File: src/rtl/sb_pkg.sv
package sb_pkg;
  // Strobes from issue control to the slot datapath
  typedef struct packed {
    logic load;   // accepted issue enters the selected slot
    logic clear;  // flush: empty every slot
    logic hold;   // stall: freeze every slot
  } sbStrobe_t;
endpackage

File: src/rtl/sb_issue_ctrl.sv
module sb_issue_ctrl
  import sb_pkg::*;
#(
  parameter int NumSlots = 4
) (
  input  logic                clk,
  input  logic                rstN,
  input  logic                issueReq,
  input  logic                stall,
  input  logic                flush,
  input  logic                anyHazard,
  output sbStrobe_t           strobe,
  output logic [NumSlots-1:0] slotSel
);
  localparam logic [NumSlots-1:0] FirstSlot = NumSlots'(1);

  always_comb begin
    strobe.clear = flush;
    strobe.hold  = stall & ~flush;
    strobe.load  = issueReq & ~stall & ~flush & ~anyHazard;
  end

  // one-hot rotating slot pointer
  always_ff @(posedge clk) begin
    if (!rstN) begin
      slotSel <= FirstSlot;
    end else if (strobe.clear) begin
      slotSel <= FirstSlot;
    end else if (strobe.load) begin
      if (slotSel[NumSlots-1]) slotSel <= FirstSlot;
      else                     slotSel <= slotSel << 1;
    end
  end

  p_sel_onehot_r2: assert property (@(posedge clk) disable iff (!rstN)
    $countones(slotSel) == 1);
  p_sel_frozen_r9: assert property (@(posedge clk) disable iff (!rstN)
    (stall && !flush) |=> $stable(slotSel));
  p_flush_sel_r10: assert property (@(posedge clk) disable iff (!rstN)
    flush |=> (slotSel == FirstSlot));
  p_blocked_r8: assert property (@(posedge clk) disable iff (!rstN)
    anyHazard |-> !strobe.load);
endmodule

File: src/rtl/sb_slot_track.sv
module sb_slot_track
  import sb_pkg::*;
#(
  parameter int NumSlots = 4,
  parameter int RegW     = 5,
  parameter int CntW     = $clog2(NumSlots + 1)
) (
  input  logic                clk,
  input  logic                rstN,
  input  sbStrobe_t           strobe,
  input  logic [NumSlots-1:0] slotSel,
  input  logic [RegW-1:0]     destReg,
  input  logic [RegW-1:0]     srcRegA,
  input  logic [RegW-1:0]     srcRegB,
  input  logic [CntW-1:0]     reqLatency,
  output logic                rawHazard,
  output logic                wawHazard,
  output logic                latHazard,
  output logic                anyHazard,
  output logic [NumSlots-1:0] slotBusy
);
  localparam logic [CntW-1:0] FullCount = CntW'(NumSlots);
  localparam logic [RegW-1:0] ZeroReg   = '0;

  logic [NumSlots-1:0][CntW-1:0] remain;
  logic [NumSlots-1:0][RegW-1:0] slotDest;
  logic [NumSlots-1:0]           rawVec, wawVec, latVec;

  for (genvar i = 0; i < NumSlots; i++) begin : g_slot
    always_ff @(posedge clk) begin
      if (!rstN) begin
        remain[i] <= '0;
      end else if (strobe.clear) begin
        remain[i] <= '0;
      end else if (!strobe.hold) begin
        if (strobe.load && slotSel[i]) remain[i] <= FullCount;
        else if (remain[i] != '0)      remain[i] <= remain[i] - CntW'(1);
      end
    end

    always_ff @(posedge clk) begin
      if (!rstN)                          slotDest[i] <= '0;
      else if (strobe.load && slotSel[i]) slotDest[i] <= destReg;
    end

    assign slotBusy[i] = (remain[i] > CntW'(1));
    assign rawVec[i]   = slotBusy[i] && (slotDest[i] != ZeroReg) &&
                         ((srcRegA == slotDest[i]) || (srcRegB == slotDest[i]));
    assign wawVec[i]   = slotBusy[i] && (slotDest[i] != ZeroReg) &&
                         (destReg == slotDest[i]);
    assign latVec[i]   = slotBusy[i] && (reqLatency == remain[i]);

    p_cnt_bound_r3: assert property (@(posedge clk) disable iff (!rstN)
      remain[i] <= FullCount);
  end

  assign rawHazard = |rawVec;
  assign wawHazard = |wawVec;
  assign latHazard = |latVec;
  assign anyHazard = rawHazard | wawHazard | latHazard;

  p_load_busy_r3: assert property (@(posedge clk) disable iff (!rstN)
    strobe.load |=> (slotBusy != '0));
  p_no_growth_r8: assert property (@(posedge clk) disable iff (!rstN)
    !strobe.load |=> ($countones(slotBusy) <= $past($countones(slotBusy))));
  p_flush_idle_r10: assert property (@(posedge clk) disable iff (!rstN)
    strobe.clear |=> (slotBusy == '0));
  p_zero_reg_r5: assert property (@(posedge clk) disable iff (!rstN)
    (srcRegA == ZeroReg && srcRegB == ZeroReg && destReg == ZeroReg)
      |-> (!rawHazard && !wawHazard));
endmodule

File: src/rtl/pipe_unit_scoreboard.sv
module pipe_unit_scoreboard
  import sb_pkg::*;
#(
  parameter int NumSlots = 4,
  parameter int RegW     = 5,
  parameter int CntW     = $clog2(NumSlots + 1)
) (
  input  logic                clk,
  input  logic                rstN,
  input  logic                issueReq,
  input  logic [RegW-1:0]     destReg,
  input  logic [RegW-1:0]     srcRegA,
  input  logic [RegW-1:0]     srcRegB,
  input  logic [CntW-1:0]     reqLatency,
  input  logic                stall,
  input  logic                flush,
  output logic                rawHazard,
  output logic                wawHazard,
  output logic                latHazard,
  output logic [NumSlots-1:0] slotBusy
);
  sbStrobe_t           strobe;
  logic [NumSlots-1:0] slotSel;
  logic                anyHazard;

  sb_issue_ctrl #(.NumSlots(NumSlots)) u_ctrl (
    .clk       (clk),
    .rstN      (rstN),
    .issueReq  (issueReq),
    .stall     (stall),
    .flush     (flush),
    .anyHazard (anyHazard),
    .strobe    (strobe),
    .slotSel   (slotSel)
  );

  sb_slot_track #(.NumSlots(NumSlots), .RegW(RegW), .CntW(CntW)) u_track (
    .clk        (clk),
    .rstN       (rstN),
    .strobe     (strobe),
    .slotSel    (slotSel),
    .destReg    (destReg),
    .srcRegA    (srcRegA),
    .srcRegB    (srcRegB),
    .reqLatency (reqLatency),
    .rawHazard  (rawHazard),
    .wawHazard  (wawHazard),
    .latHazard  (latHazard),
    .anyHazard  (anyHazard),
    .slotBusy   (slotBusy)
  );
endmodule

File: config.mk
export PLATFORM = sky130hd
export DESIGN_NAME = pipe_unit_scoreboard
export DESIGN_NICKNAME = d
export VERILOG_FILES = /design/src/rtl/sb_pkg.sv /design/src/rtl/sb_issue_ctrl.sv /design/src/rtl/sb_slot_track.sv /design/src/rtl/pipe_unit_scoreboard.sv
export SDC_FILE = /design/constraint.sdc
export NUM_CORES = 1
export LEC_CHECK = 0
export CAP_MARGIN = 20
export CORE_MARGIN = 4
export CORE_UTILIZATION = 45
export CTS_BUF_LIST = sky130_fd_sc_hd__clkbuf_8
export CTS_CLUSTER_SIZE = 24
export DETAILED_ROUTE_END_ITERATION = 10
export GPL_ROUTABILITY_DRIVEN = 1
export PLACE_DENSITY = 0.78
export REMOVE_ABC_BUFFERS = 1
export SKIP_LAST_GASP = 1
export SLEW_MARGIN = 20
export SYNTH_ARGS = -nofsm -noshare
export SYNTH_HDL_FRONTEND = slang
export SYNTH_SLANG_ARGS = --single-unit
File: constraint.sdc
create_clock -name clk -period 3.1 [get_ports clk]
set_clock_uncertainty 0.2 [all_clocks]
set_input_delay 0.62 -clock clk [delete_from_list [all_inputs] [get_ports clk]]
set_output_delay 0.62 -clock clk [all_outputs]
set_load 0.02 [all_outputs]
# --- Yosys cells after proc, flatten, opt, wreduce, memory -nomap -nowiden ---
# Index checks and enable logic that the tools add are counted.
totals:
  register_bits: 36
  in_bits: 23
  output_inout_bits: 7
  elab_cells: 97
op_classes:
  n_addsub: 4
  magnitude_cmp: 4
  n_eq_ne: 16
  mux: 9
  bitwise: 11
  reduce_logical: 44
op_table:
  columns: ["cell", "count"]
  rows:
  - ["5-bit equality test", 12]
  - ["3-bit two-way mux", 8]
  - ["1-bit logical AND", 20]
  - ["5-bit nonzero test", 4]
  - ["3-bit equality test", 4]
  - ["3-bit by 1-bit greater-than comparator with 1-bit output, second input constant", 4]
  - ["3-bit nonzero test", 4]
  - ["4-bit OR reduction", 3]
  - ["3-bit by 1-bit subtractor with 3-bit output, second input constant", 4]
  - ["2-bit AND reduction", 4]
  - ["2-bit nonzero test", 4]
  - ["1-bit NOT", 5]
  - ["1-bit bitwise AND", 4]
  - ["1-bit logical OR", 4]
  - ["4-bit two-way mux", 1]
  - ["1-bit bitwise OR", 2]
  - ["2-bit OR reduction", 1]

# --- Longest topological paths before layout ---
# Gate-level depths: netlist of the first run.
logic_depth:
  word_depth: 11
  ltp_mapped: 10
  ltp_nobuf: 10

# --- Modules after synthesis ---
# A second synthesis of the first run with hierarchy kept.
unflattened:
  hier_cells: 364
  hier_area_um2: 2839.0
modules_own_cells:
  columns: ["mod", "n_inst", "cells_each", "area_per_inst_um2", "seq_area_each_um2"]
  rows:
  - ["sb_slot_track", 1, 344, 2596.2, 640.6]
  - ["sb_issue_ctrl", 1, 20, 242.7, 80.1]

# --- Least setup slack after synthesis of the first run ---
# No wires, ideal clock.
synth_path:
  path_kind: "in2reg"
  from: "in destReg[4]"
  to: "reg u_track.slotDest[19] in the netlist's numbering"
  setup_ps: 116
  t_arrival_ps: 2430
  required_time_ps: 2784
  setup_slack_ps: 353
  cell_stages: 8
  n_path_buf: 1
  path_cell_list: "clkbuf_1 > xor2_1 > nor4_2 > nor4_4 > inv_4 > nor4_4 > mux2i_1 > nor2b_1"
synth_between:
  elab_chain_cells: 8
  word_cells_on_any_way: 14
  classes_between: "4 x eq/ne; 4 x bitwise; 6 x reduce/logical"
synth_rtl:
  columns: ["element", "line_no", "source"]
  rows:
  - ["start, declared", "pipe_unit_scoreboard.sv:11", "input logic [RegW-1:0] destReg,"]
  - ["5-bit equality test", "sb_slot_track.sv:50", "(destReg == slotDest[i]);"]
  - ["1-bit logical AND", "sb_slot_track.sv:49", "assign wawVec[i] = slotBusy[i] && (slotDest[i] != ZeroReg) &&"]
  - ["4-bit OR reduction (*)", "sb_slot_track.sv:58", "assign wawHazard = |wawVec;"]
  - ["named net wawHazard", "pipe_unit_scoreboard.sv:18", "output logic wawHazard,"]
  - ["1-bit bitwise OR (*) (2 in series)", "sb_slot_track.sv:60", "assign anyHazard = rawHazard | wawHazard | latHazard;"]
  - ["1-bit NOT (*)", "sb_issue_ctrl.sv:20", "strobe.load = issueReq & ~stall & ~flush & ~anyHazard;"]
  - ["1-bit bitwise AND (*)", "sb_issue_ctrl.sv:20", null]
  - ["1-bit logical AND (*)", "sb_slot_track.sv:43", "else if (strobe.load && slotSel[i]) slotDest[i] <= destReg;"]
  - ["end signal, assigned by index", "sb_slot_track.sv:43", null]
  - ["end, declared", "sb_slot_track.sv:26", "logic [NumSlots-1:0][RegW-1:0] slotDest;"]
# Mark *: on every way through the listed nets, which the timed path passes. The rest lies on a longest branch.
# A chain may end at the register's enable or synchronous reset.

# --- Final worst setup path of the first run ---
layout_path:
  from: "in destReg[0]"
  to: "out wawHazard"
layout_between:
  elab_chain_cells: 3
  word_cells_on_any_way: 9
  classes_between: "4 x eq/ne; 5 x reduce/logical"
layout_rtl:
  columns: ["element", "line_no"]
  rows:
  - ["5-bit equality test", "sb_slot_track.sv:50"]
  - ["1-bit logical AND", "sb_slot_track.sv:49"]
  - ["4-bit OR reduction (*)", "sb_slot_track.sv:58"]
  - ["end, declared", "pipe_unit_scoreboard.sv:18"]
# Every way passes the cells marked *; elsewhere a longest branch is shown, timed or not.

==> flow_summary.json, run 1 <==
{
  "status": "finished with violations",
  "violations": "setup timing",
  "rows": 28,
  "clock-root-buffer": "clkbuf_8",
  "via_per_inst": 5.52,
  "clock_latency_ns": 0.30,
  "seq_area_sq_um": 721,
  "required_ns": 2.28,
  "core_region_area_sq_um": 6060,
  "synth.avg_cell_area_sq_um": 8.46,
  "crit_path_max_fanout": 5,
  "grt_pass1_wl_mm": 13.0,
  "die_h_um": 87.8,
  "final_hold_viol_count": 0,
  "final_cell_area_sq_um": 3710,
  "die_x_um": 87.8,
  "gp_congestion": 0.969,
  "cts_buffer_depth": 2,
  "wl_per_cell_um": 16.1,
  "synth_cell_type_count": 44,
  "synth_seq_area_share_pct": 25.1,
  "dieArea_sq_um": 7720,
  "grt_use_total_pct": 21.6,
  "grt_pass1_vias": 2744,
  "routed-wl-met3_um": 452,
  "drtAntennaViolNets": 0,
  "synth_xor_area_share_pct": 20.8,
  "final_util_pct": 61.3,
  "slew_viol_final": 0,
  "nNetsFinal": 439,
  "cts_tree": "done",
  "start_util_pct": 47.3,
  "ctsHoldBuffers": 0,
  "cts.reportedPaths.clkPinSlew_ns": 0.07,
  "port_buffers": 29,
  "ir_drop_mv": 0.160,
  "layout_min_cycle_time_ns": 3.11,
  "cts.sink_count": 36,
  "antenna_found_initial": 0,
  "antennaDiodeCount": 0,
  "synth_fa_ha_area_share_pct": 4.80,
  "arrival_ns": 2.29,
  "period_share_pct": 100,
  "rsz0062_at_grt": "true",
  "critPathKind": "input port to output port",
  "yosys_warnings": 0,
  "fill_cells": 519,
  "vias": 2648,
  "cp-start-kind": "input port",
  "fmax_mhz": 321,
  "end_kind": "output port",
  "synth_compound_area_share_pct": 11.3,
  "maxCapViolCount": 0,
  "min_path_type": "register to register",
  "setup_viol": 1,
  "dp.cells": 472,
  "leakagePower_nw": 1.53,
  "dp_hpwl_mm": 5.90,
  "finalWorstSetupSlack_ns": -0.0137,
  "muxShareOfSynthArea_pct": 7.33,
  "highest_layer": "met4",
  "cts_made_buffers": 5,
  "drt-initial-drc-count": 144,
  "dr.pass1.iters": 4,
  "ios": 30,
  "relSlewSlack_pct": 60.7,
  "tightest_slew_ns": 0.588,
  "remaining_drc_errors": 0,
  "power_density_nw_per_um2": 280,
  "drt-total-wl_mm": 7.75,
  "drive_gt1_share_pct": 20.7,
  "wl_met2_mm": 3.82,
  "synth.ff_latch_count": 36,
  "stdcell_count": 480,
  "synth_area_sq_um": 2870,
  "dpl_cell_area_sq_um": 3580,
  "htree_num_levels": 2,
  "syn_to_final_growth_pct": 29.4,
  "multiInputGateArea_sq_um": 2030,
  "synth_top_family_by_area": "simple AND/OR/NAND/NOR gates",
  "syn-instance-count": 339,
  "grt-ovfl-total": 0,
  "grt_max_degree": 18,
  "yosys.area_share.simple_pct": 25.5,
  "wirelength_met1_mm": 3.32
}
-- cells in the final DEF, fill, tap and decap left out, types with 3 or more instances in the layout --
| cell | instances |
|---|---|
| nand3_1 | 24 |
| clkdlybuf4s50_1 | 13 |
| xor2_1 | 13 |
| nand4_1 | 5 |
| nand2_1 | 21 |
| inv_1 | 14 |
| clkbuf_8 | 7 |
| nor4_2 | 3 |
| dlymetal6s2s_1 | 6 |
| a21o_1 | 8 |
| or2_2 | 4 |
| nor2_1 | 8 |
| o21ai_0 | 7 |
| nor2b_1 | 25 |
| dlygate4sd2_1 | 8 |
| or3_1 | 8 |
| or4_1 | 3 |
| a21oi_1 | 15 |
| buf_4 | 50 |
| ha_1 | 11 |
| o22ai_1 | 4 |
| xnor2_1 | 54 |
| dfxtp_1 | 36 |
| nor4_4 | 5 |
| mux2i_1 | 21 |
-- kinds of logic after synthesis --
logic type      count (synthesis)
compound gates                 48
xor+xnor                       68
fa+ha+maj                      11
buf+inv                        38
flops                          36
mux                            21
simple gates                  117
-- metrics by stage --
step / power [mW] / hold WS (ns) / TNS, ns / setup slack [ns]
3_5_place_dp: 0.667 / 0.280 / -7.37 / -0.541
6_report: 1.04 / 0.293 / -0.0137 / -0.0137
3_3_place_gp: 0.662 / 0.252 / -4.94 / -0.515
5_1_grt: 1.08 / 0.312 / -0.0860 / -0.0570
4_1_cts: 1.04 / 0.290 / -0.151 / -0.151
2_1_floorplan: 0.568 / 0.232 / 0 / 0.421
-- cells in the mapped netlist, drive strengths merged --
master	number	area, sq um
xnor2	55	482
dfxtp	36	721
nor2b	25	156
nand3	24	120
mux2i	21	210
nand2	21	78.8
clkbuf	18	67.6
a21oi	15	75.1
inv	15	58.8
xor2	13	114
ha	11	138
nor4	9	138
a21o	8	60.1
nor2	8	30.0
or3	8	50.1
o21ai	7	35.0
buf	5	23.8
nand4	5	31.3
o22ai	5	37.5
or2	4	25.0
or4	4	33.8
a22o	2	17.5
a22oi	2	15.0
nand2b	2	12.5
nand3b	2	15.0
o21bai	2	15.0
o2bb2ai	2	23.8
a211o	1	10.0
a31oi	1	6.26
a32oi	1	8.76
and2	1	6.26
and3	1	6.26
and4	1	10.0
nor3b	1	7.51
nor4bb	1	10.0
o21ba	1	10.0
o32a	1	10.0
-- registers in the layout, summed over array words and instances (netlist names) --
signal / cells
u_ctrl.slotSel: 4
u_track.remain: 12
u_track.slotDest: 20
-- per-layer routing --
| layer | GRT usage [%] | vias to the layer above |
|---|---|---|
| met5 | 0 | - |
| met3 | 4.23 | 16 |
| met1 | 26.7 | 1269 |
| li1 | - | 1289 |
| met4 | 8.65 | 0 |
| met2 | 36.6 | 74 |
-- final cells by class --
cell class,count,share of cell area (%)
tap,75,2.53
inverter,15,1.58
sequential,36,19.4
multi-input combinational,265,54.7
timing repair buffer,82,19.2
clock buffer,7,2.60
-- critical path, stage by stage --
cell             delay (ns)
clkdlybuf4s50_1        0.53
buf_4                  0.19
xor2_1                 0.16
nor4_1                 0.08
buf_4                  0.16
nor4_4                 0.35
inv_4                  0.04
clkbuf_2               0.15
-- final timing paths --
kind | from | end | slack [ns] | cells after the start
worst max-delay path | destReg[0] | wawHazard | -0.01 | 8
worst min-delay path | u_ctrl.slotSel[1]$_SDFFE_PP0N_ | u_ctrl.slotSel[1]$_SDFFE_PP0N_ | 0.29 | 2
worst max register to register | u_track.slotDest[16]$_SDFFE_PN0P_ | u_track.slotDest[7]$_SDFFE_PN0P_ | 0.13 | 11
worst min register to register | u_ctrl.slotSel[1]$_SDFFE_PP0N_ | u_ctrl.slotSel[1]$_SDFFE_PP0N_ | 0.29 | 2
-- report_power, final --
group / total (mW) / internal [mW] / switching, mW
registers: 0.470 / 0.466 / 0.00380
clock network: 0.380 / 0.198 / 0.182
logic: 0.188 / 0.0964 / 0.0912
-- timing repair --
| action | in CTS | in global routing |
|---|---|---|
| setup endpoints to repair | 3 | 11 |
| pin swaps | 0 | 3 |
| buffers inserted | 0 | 1 |
| resized for setup | 14 | 12 |
| endpoints found under the hold margin | 0 | 0 |
No activity file was read; power rests on OpenSTA's default activity.
==> run 2, diff against run 1 <==
--- a/config.mk
+++ b/config.mk
@@ -14,8 +14,8 @@
 export GPL_ROUTABILITY_DRIVEN = 1
 export PLACE_DENSITY = 0.78
 export REMOVE_ABC_BUFFERS = 1
-export SKIP_LAST_GASP = 1
 export SLEW_MARGIN = 20
 export SYNTH_ARGS = -nofsm -noshare
 export SYNTH_HDL_FRONTEND = slang
+export SYNTH_HIERARCHICAL = 1
 export SYNTH_SLANG_ARGS = --single-unit
==> run 2 against run 1 <==
The flow now finishes without violations. Worst hold slack gained 0.047 ns. Cell count grew 1.9%. Global-route usage shrank 2.4 points. Fmax grew 0.78%. Die area shrank 0.94%. Setup slack gained 0.024 ns. Synthesized cell count grew 7.4%. Utilization shrank 0.72 points. Combinational power shrank 7%. Design area shrank 1.8%. First-iteration DRC count shrank 38%. Clock power shrank 5.8%. Critical endpoint is now u_track/remain[6]$_SDFFE_PP0P_.
==> flow_summary.json, run 2 <==
{
  "drt-initial-drc-count": 90,
  "period_share_pct": 99.7,
  "final_common_cell": "xnor2_1",
  "yosys_warnings": 6,
  "grt_pass1_vias": 2597,
  "synth_compound_area_share_pct": 13.4,
  "grt_pass1_wl_mm": 11.8,
  "power_mw": 1.00,
  "cp-start-kind": "register",
  "clock-root-buffer": "clkbuf_8",
  "top_register": "u_track/slotDest",
  "grt_use_total_pct": 19.2,
  "wl_per_cell_um": 14.9,
  "gp_congestion": 0.895,
  "remaining_drc_errors": 0,
  "final_util_pct": 60.5,
  "synth_top_family_by_area": "simple AND/OR/NAND/NOR gates",
  "maxCapViolCount": 0,
  "fmax_mhz": 324,
  "syn_to_final_growth_pct": 28.5,
  "required_ns": 3.05,
  "rows": 28,
  "synth_top_flop_cell": "dfxtp_1",
  "status": "completed",
  "relSlewSlack_pct": 64.5,
  "dr.pass1.iters": 4,
  "cts_tree": "done",
  "crit_chain": "or4_4 > o22a_1 > and4_4 > nor4_4 > nand4_1 > nor4b_4 > buf_4 > and2_4 > or3_4 > nor2_2 > a21oi_2 > nor2_1",
  "cp_slowest_cell": "or4_4",
  "grt-ovfl-total": 0,
  "seq_area_sq_um": 732,
  "syn-instance-count": 364,
  "synth.avg_cell_area_sq_um": 7.80,
  "cp_slowest_stage_delay_ns": 0.52,
  "layout_min_cycle_time_ns": 3.09,
  "synth_fa_ha_area_share_pct": 5.29,
  "port_buffers": 29,
  "top_regs": "u_track/slotDest (20), u_track/remain (12), u_ctrl/slotSel (4)",
  "tightest_slew_ns": 0.533,
  "nNetsFinal": 449,
  "synth_xor_area_share_pct": 21.9,
  "synthTopCellsByCount": "xnor2_1 (57), nand2_1 (55), dfxtp_1 (36)",
  "synth.ff_latch_count": 36,
  "drive_gt1_share_pct": 26.3,
  "final_cell_mix": "xnor2_1 (57), nand2_1 (47), buf_4 (46), dfxtp_1 (31), nor2_1 (22)",
  "grt_max_degree": 21,
  "leakagePower_nw": 1.47,
  "vias": 2568,
  "core_region_area_sq_um": 6030,
  "synth_cell_type_count": 40,
  "dp_hpwl_mm": 5.47,
  "min_path_type": "register to register",
  "synth_seq_area_share_pct": 25.4,
  "path_buf_inv": 1,
  "ios": 30,
  "crit_path_max_fanout": 4,
  "largest_register_ffs": 20,
  "yosysTopAreaCell": "dfxtp_1",
  "cts_made_buffers": 5,
  "multiInputGateArea_sq_um": 2040,
  "drt-total-wl_mm": 7.27,
  "critPathKind": "register to register",
  "cts_buffer_depth": 2,
  "setup_viol": 0,
  "yosysMostFrequentCell": "xnor2_1",
  "die_h_um": 87.4,
  "slew_viol_final": 0,
  "power_density_nw_per_um2": 274,
  "clock_latency_ns": 0.28,
  "end_kind": "register",
  "die_x_um": 87.4,
  "drtAntennaViolNets": 0,
  "antenna_found_initial": 0,
  "setup_tns_ns": 0,
  "cts.sink_count": 36,
  "synthArstFlopShare_pct": 0,
  "arrival_ns": 3.04,
  "path_delay_family": "simple AND/OR/NAND/NOR gates",
  "dpl_cell_area_sq_um": 3400,
  "yosys.area_share.simple_pct": 25.8,
  "yosysTopAreaCellShare_pct": 25.4,
  "synth.area.top_cells": "dfxtp_1 (25%), xnor2_1 (18%), nand2_1 (7.3%)",
  "final_hold_viol_count": 0,
  "dieArea_sq_um": 7640,
  "rsz0062_at_grt": "true",
  "synth-edff-count": 0,
  "cts.reportedPaths.clkPinSlew_ns": 0.07,
  "ir_drop_mv": 0.194,
  "antennaDiodeCount": 0,
  "fill_cells": 540,
  "htree_num_levels": 2,
  "muxShareOfSynthArea_pct": 1.41,
  "synth_area_sq_um": 2840,
  "start_util_pct": 47.1,
  "final_cell_area_sq_um": 3650,
  "via_per_inst": 5.25
}
-- run 2: cell type report --
class / count / area share [%]
Clock buffer: 7 / 2.64
Timing Repair Buffer: 79 / 17.7
Multi-Input combinational cell: 281 / 55.8
Sequential cell: 36 / 20.1
Inverter: 11 / 1.20
Tap cell: 75 / 2.57
-- run 2: logic make-up after synthesis --
| group | count (synthesis) |
|---|---|
| AND/OR/NAND/NOR | 139 |
| flip-flops | 36 |
| AO/OA/AOI/OAI | 55 |
| buffers and inverters | 47 |
| adder cells (fa/ha/maj) | 12 |
| multiplexers | 4 |
| XOR/XNOR | 71 |
-- run 2: per-stage QoR --
stage | hold slack (ns) | cells | worst slack (ns)
final | 0.340 | 489 | 0.0103
after global routing | 0.369 | 489 | -0.0923
after CTS | 0.336 | 483 | 0.000447
after detailed placement | 0.319 | 476 | -0.465
after global placement | 0.306 | 476 | -0.403
after floorplan | 0.283 | 328 | -0.0301
-- run 2: final timing paths --
path | slack, ns | start | cells past startpoint | endpoint
hold / removal | 0.34 | u_track/remain[4]$_SDFFE_PP0P_ | 2 | u_track/remain[4]$_SDFFE_PP0P_
setup / recovery | 0.01 | u_track/slotDest[4]$_SDFFE_PN0P_ | 12 | u_track/remain[6]$_SDFFE_PP0P_
setup reg to reg | 0.01 | u_track/slotDest[4]$_SDFFE_PN0P_ | 12 | u_track/remain[6]$_SDFFE_PP0P_
hold reg to reg | 0.34 | u_track/remain[4]$_SDFFE_PP0P_ | 2 | u_track/remain[4]$_SDFFE_PP0P_
-- run 2: repair_timing --
item / in CTS / in global routing
gates cloned: 0 / 0
pin swaps: 0 / 27
gates resized for setup: 24 / 73
hold buffers: 0 / 0
buffers inserted: 0 / 6
endpoints found under the setup margin: 34 / 35
-- run 2: worst min-delay path: stages, from the launching register on --
cell and delay (ns):
dfxtp_4 0.37, a21oi_2 0.06, nor2_1 0.08
-- run 2: layer usage --
layer | GRT usage (%) | routed length [um]
met5 | 0 | 0
met4 | 5.30 | 110
met3 | 2.93 | 305
met2 | 33.4 | 3590
met1 | 24.3 | 3260
-- run 2: power by group --
| group | leakage (nW) | internal, mW | switching [mW] | total [mW] |
|---|---|---|---|---|
| logic | 1.13 | 0.0904 | 0.0844 | 0.175 |
| registers | 0.294 | 0.465 | 0.00402 | 0.469 |
| clock network | 0.0503 | 0.198 | 0.160 | 0.358 |
==> run 3, diff against run 2 <==
==> constraint.sdc (replaced) <==
create_clock -name clk -period 3.1 [get_ports clk]
set_clock_uncertainty 0.2 [all_clocks]
set_input_delay 0.775 -clock clk [delete_from_list [all_inputs] [get_ports clk]]
set_output_delay 0.775 -clock clk [all_outputs]
set_load 0.02 [all_outputs]
==> run 3 against run 2 <==
Clock-buffer cell count is the same. Sequential share of layout area shrank 0.61 points. Routed wire length grew 9.0%. Sequential power about the same. Clock power barely moved. Largest power group unchanged. Global-route usage up 1.6 points. Cell count is 2.2% higher. Flip-flop and latch count stayed put. Die area stayed put. First-iteration DRC count grew 20%. Utilization increased by 1.8 points. Critical path depth up 4.
==> flow_summary.json, run 3 (synthesis results as in run 2) <==
{
  "rsz0062_at_grt": "true",
  "ctsHoldBuffers": 0,
  "cts.sink_count": 36,
  "multiInputGateArea_sq_um": 2060,
  "path_buf_inv": 4,
  "ios": 30,
  "gp_congestion": 0.874,
  "drt-initial-drc-count": 108,
  "relSlewSlack_pct": 63.6,
  "tightest_slew_ns": 0.546,
  "cts_buffer_depth": 2,
  "status": "completed",
  "top_register": "u_track/slotDest",
  "die_h_um": 87.4,
  "rows": 28,
  "fmax_mhz": 329,
  "cp-start-kind": "register",
  "setup_viol": 0,
  "cp_slowest_cell": "dfxtp_2",
  "drive_gt1_share_pct": 29.6,
  "antenna_found_initial": 0,
  "port_buffers": 29,
  "clock_latency_ns": 0.28,
  "dieArea_sq_um": 7640,
  "path_delay_family": "simple AND/OR/NAND/NOR gates",
  "drtAntennaViolNets": 0,
  "worst_hold_slack_ns": 0.361,
  "leakagePower_nw": 1.50,
  "cts.reportedPaths.clkPinSlew_ns": 0.07,
  "min_path_type": "register to register",
  "final_common_cell": "xnor2_1",
  "top_regs": "u_track/slotDest (20), u_track/remain (12), u_ctrl/slotSel (4)",
  "crit_chain": "inv_2 > ha_4 > o21ba_4 > or2_4 > and4_1 > nor4_2 > buf_4 > buf_6 > nand4_1 > nor4b_4 > buf_4 > and2_4 > or3_4 > nor2_2 > a21oi_2 > nor2_1",
  "cp_slowest_stage_delay_ns": 0.34,
  "vias": 2686,
  "layout_min_cycle_time_ns": 3.04,
  "power_mw": 1.02,
  "die_x_um": 87.4,
  "start_util_pct": 47.1,
  "power_density_nw_per_um2": 270,
  "maxCapViolCount": 0,
  "grt_pass1_wl_mm": 12.6,
  "grt_pass1_vias": 2732,
  "htree_num_levels": 2,
  "via_per_inst": 5.37,
  "final_hold_viol_count": 0,
  "period_share_pct": 98.1,
  "drt-total-wl_mm": 7.92,
  "cts_tree": "done",
  "cts_made_buffers": 5,
  "final_cell_mix": "xnor2_1 (57), buf_4 (53), nand2_1 (49), dfxtp_1 (30), nor2_1 (23)",
  "ir_drop_mv": 0.162,
  "dp_hpwl_mm": 5.63,
  "grt-ovfl-total": 0,
  "remaining_drc_errors": 0,
  "crit_path_max_fanout": 5,
  "seq_area_sq_um": 731,
  "grt_use_total_pct": 20.8,
  "largest_register_ffs": 20,
  "crit_top_cell": "buf_4",
  "fill_cells": 523,
  "arrival_ns": 2.99,
  "syn_to_final_growth_pct": 32.3,
  "nNetsFinal": 460,
  "grt_max_degree": 20,
  "core_region_area_sq_um": 6030,
  "end_kind": "register",
  "wl_per_cell_um": 15.8,
  "clock-root-buffer": "clkbuf_8",
  "antennaDiodeCount": 0,
  "slew_viol_final": 0,
  "required_ns": 3.05,
  "dr.pass1.iters": 4,
  "critPathKind": "register to register"
}
## run 3: cell type report
class / count / area share (%)
multi-input cells: 281 / 54.7
repair buffers: 90 / 19.6
flip-flops and latches: 36 / 19.5
clock buffers: 7 / 2.57
well taps: 75 / 2.50
inverters: 11 / 1.10
## run 3: worst register-to-register path: stages, from the launching register on
cell and delay (ns):
dfxtp_2 0.34, inv_2 0.07, ha_4 0.12, o21ba_4 0.14, or2_4 0.24, and4_1 0.21, nor4_2 0.24, buf_4 0.15
buf_6 0.09, nand4_1 0.17, nor4b_4 0.27, buf_4 0.18, and2_4 0.17, or3_4 0.14, nor2_2 0.04, a21oi_2 0.10
nor2_1 0.05
## run 3: path summary, 6_finish.rpt
path | start | endpoint | slack [ns] | cells after the start
min | u_ctrl/slotSel[1]$_SDFFE_PP0P_ | u_ctrl/slotSel[1]$_SDFFE_PP0P_ | 0.36 | 2
min reg2reg | u_ctrl/slotSel[1]$_SDFFE_PP0P_ | u_ctrl/slotSel[1]$_SDFFE_PP0P_ | 0.36 | 2
max | u_track/remain[1]$_SDFFE_PP0P_ | u_track/remain[1]$_SDFFE_PP0P_ | 0.06 | 16
max reg2reg | u_track/remain[1]$_SDFFE_PP0P_ | u_track/remain[1]$_SDFFE_PP0P_ | 0.06 | 16
## run 3: repair_timing
item | in CTS | in global routing
setup endpoints to repair | 39 | 39
resized for setup | 59 | 57
setup buffers | 5 | 2
endpoints found under the hold margin | 0 | 0
cloned | 1 | 0
pin swaps | 7 | 15
## run 3: through the flow
stage | worst slack [ns] | area [sq um] | cells | TNS, ns | util (%)
4_1_cts | -0.0215 | 3640 | 498 | -0.0215 | 60.5
2_1_floorplan | -0.0301 | 2690 | 328 | -0.117 | -
3_5_place_dp | -0.702 | 3470 | 485 | -21.87 | 57.6
6_report | 0.0591 | 3750 | 500 | 0 | 62.3
5_1_grt | -0.103 | 3750 | 500 | -0.926 | 62.3
3_3_place_gp | -0.635 | 3470 | 485 | -18.59 | 57.6
## run 3: per-layer routing
| metal | part of all wire, % | wire length, um | track usage, % |
|---|---|---|---|
| met1 | 42 | 3370 | 26.2 |
| met2 | 50 | 3960 | 35.5 |
| met3 | 5.1 | 406 | 2.84 |
| met4 | 2.4 | 189 | 8.09 |
| met5 | 0 | 0 | 0 |
## run 3: report_power, final
group          leakage, nW  switching (mW)  total [mW]  internal [mW]
logic                 1.16          0.0890       0.186         0.0968
clock network       0.0503           0.163       0.361          0.198
registers            0.294         0.00394       0.469          0.465
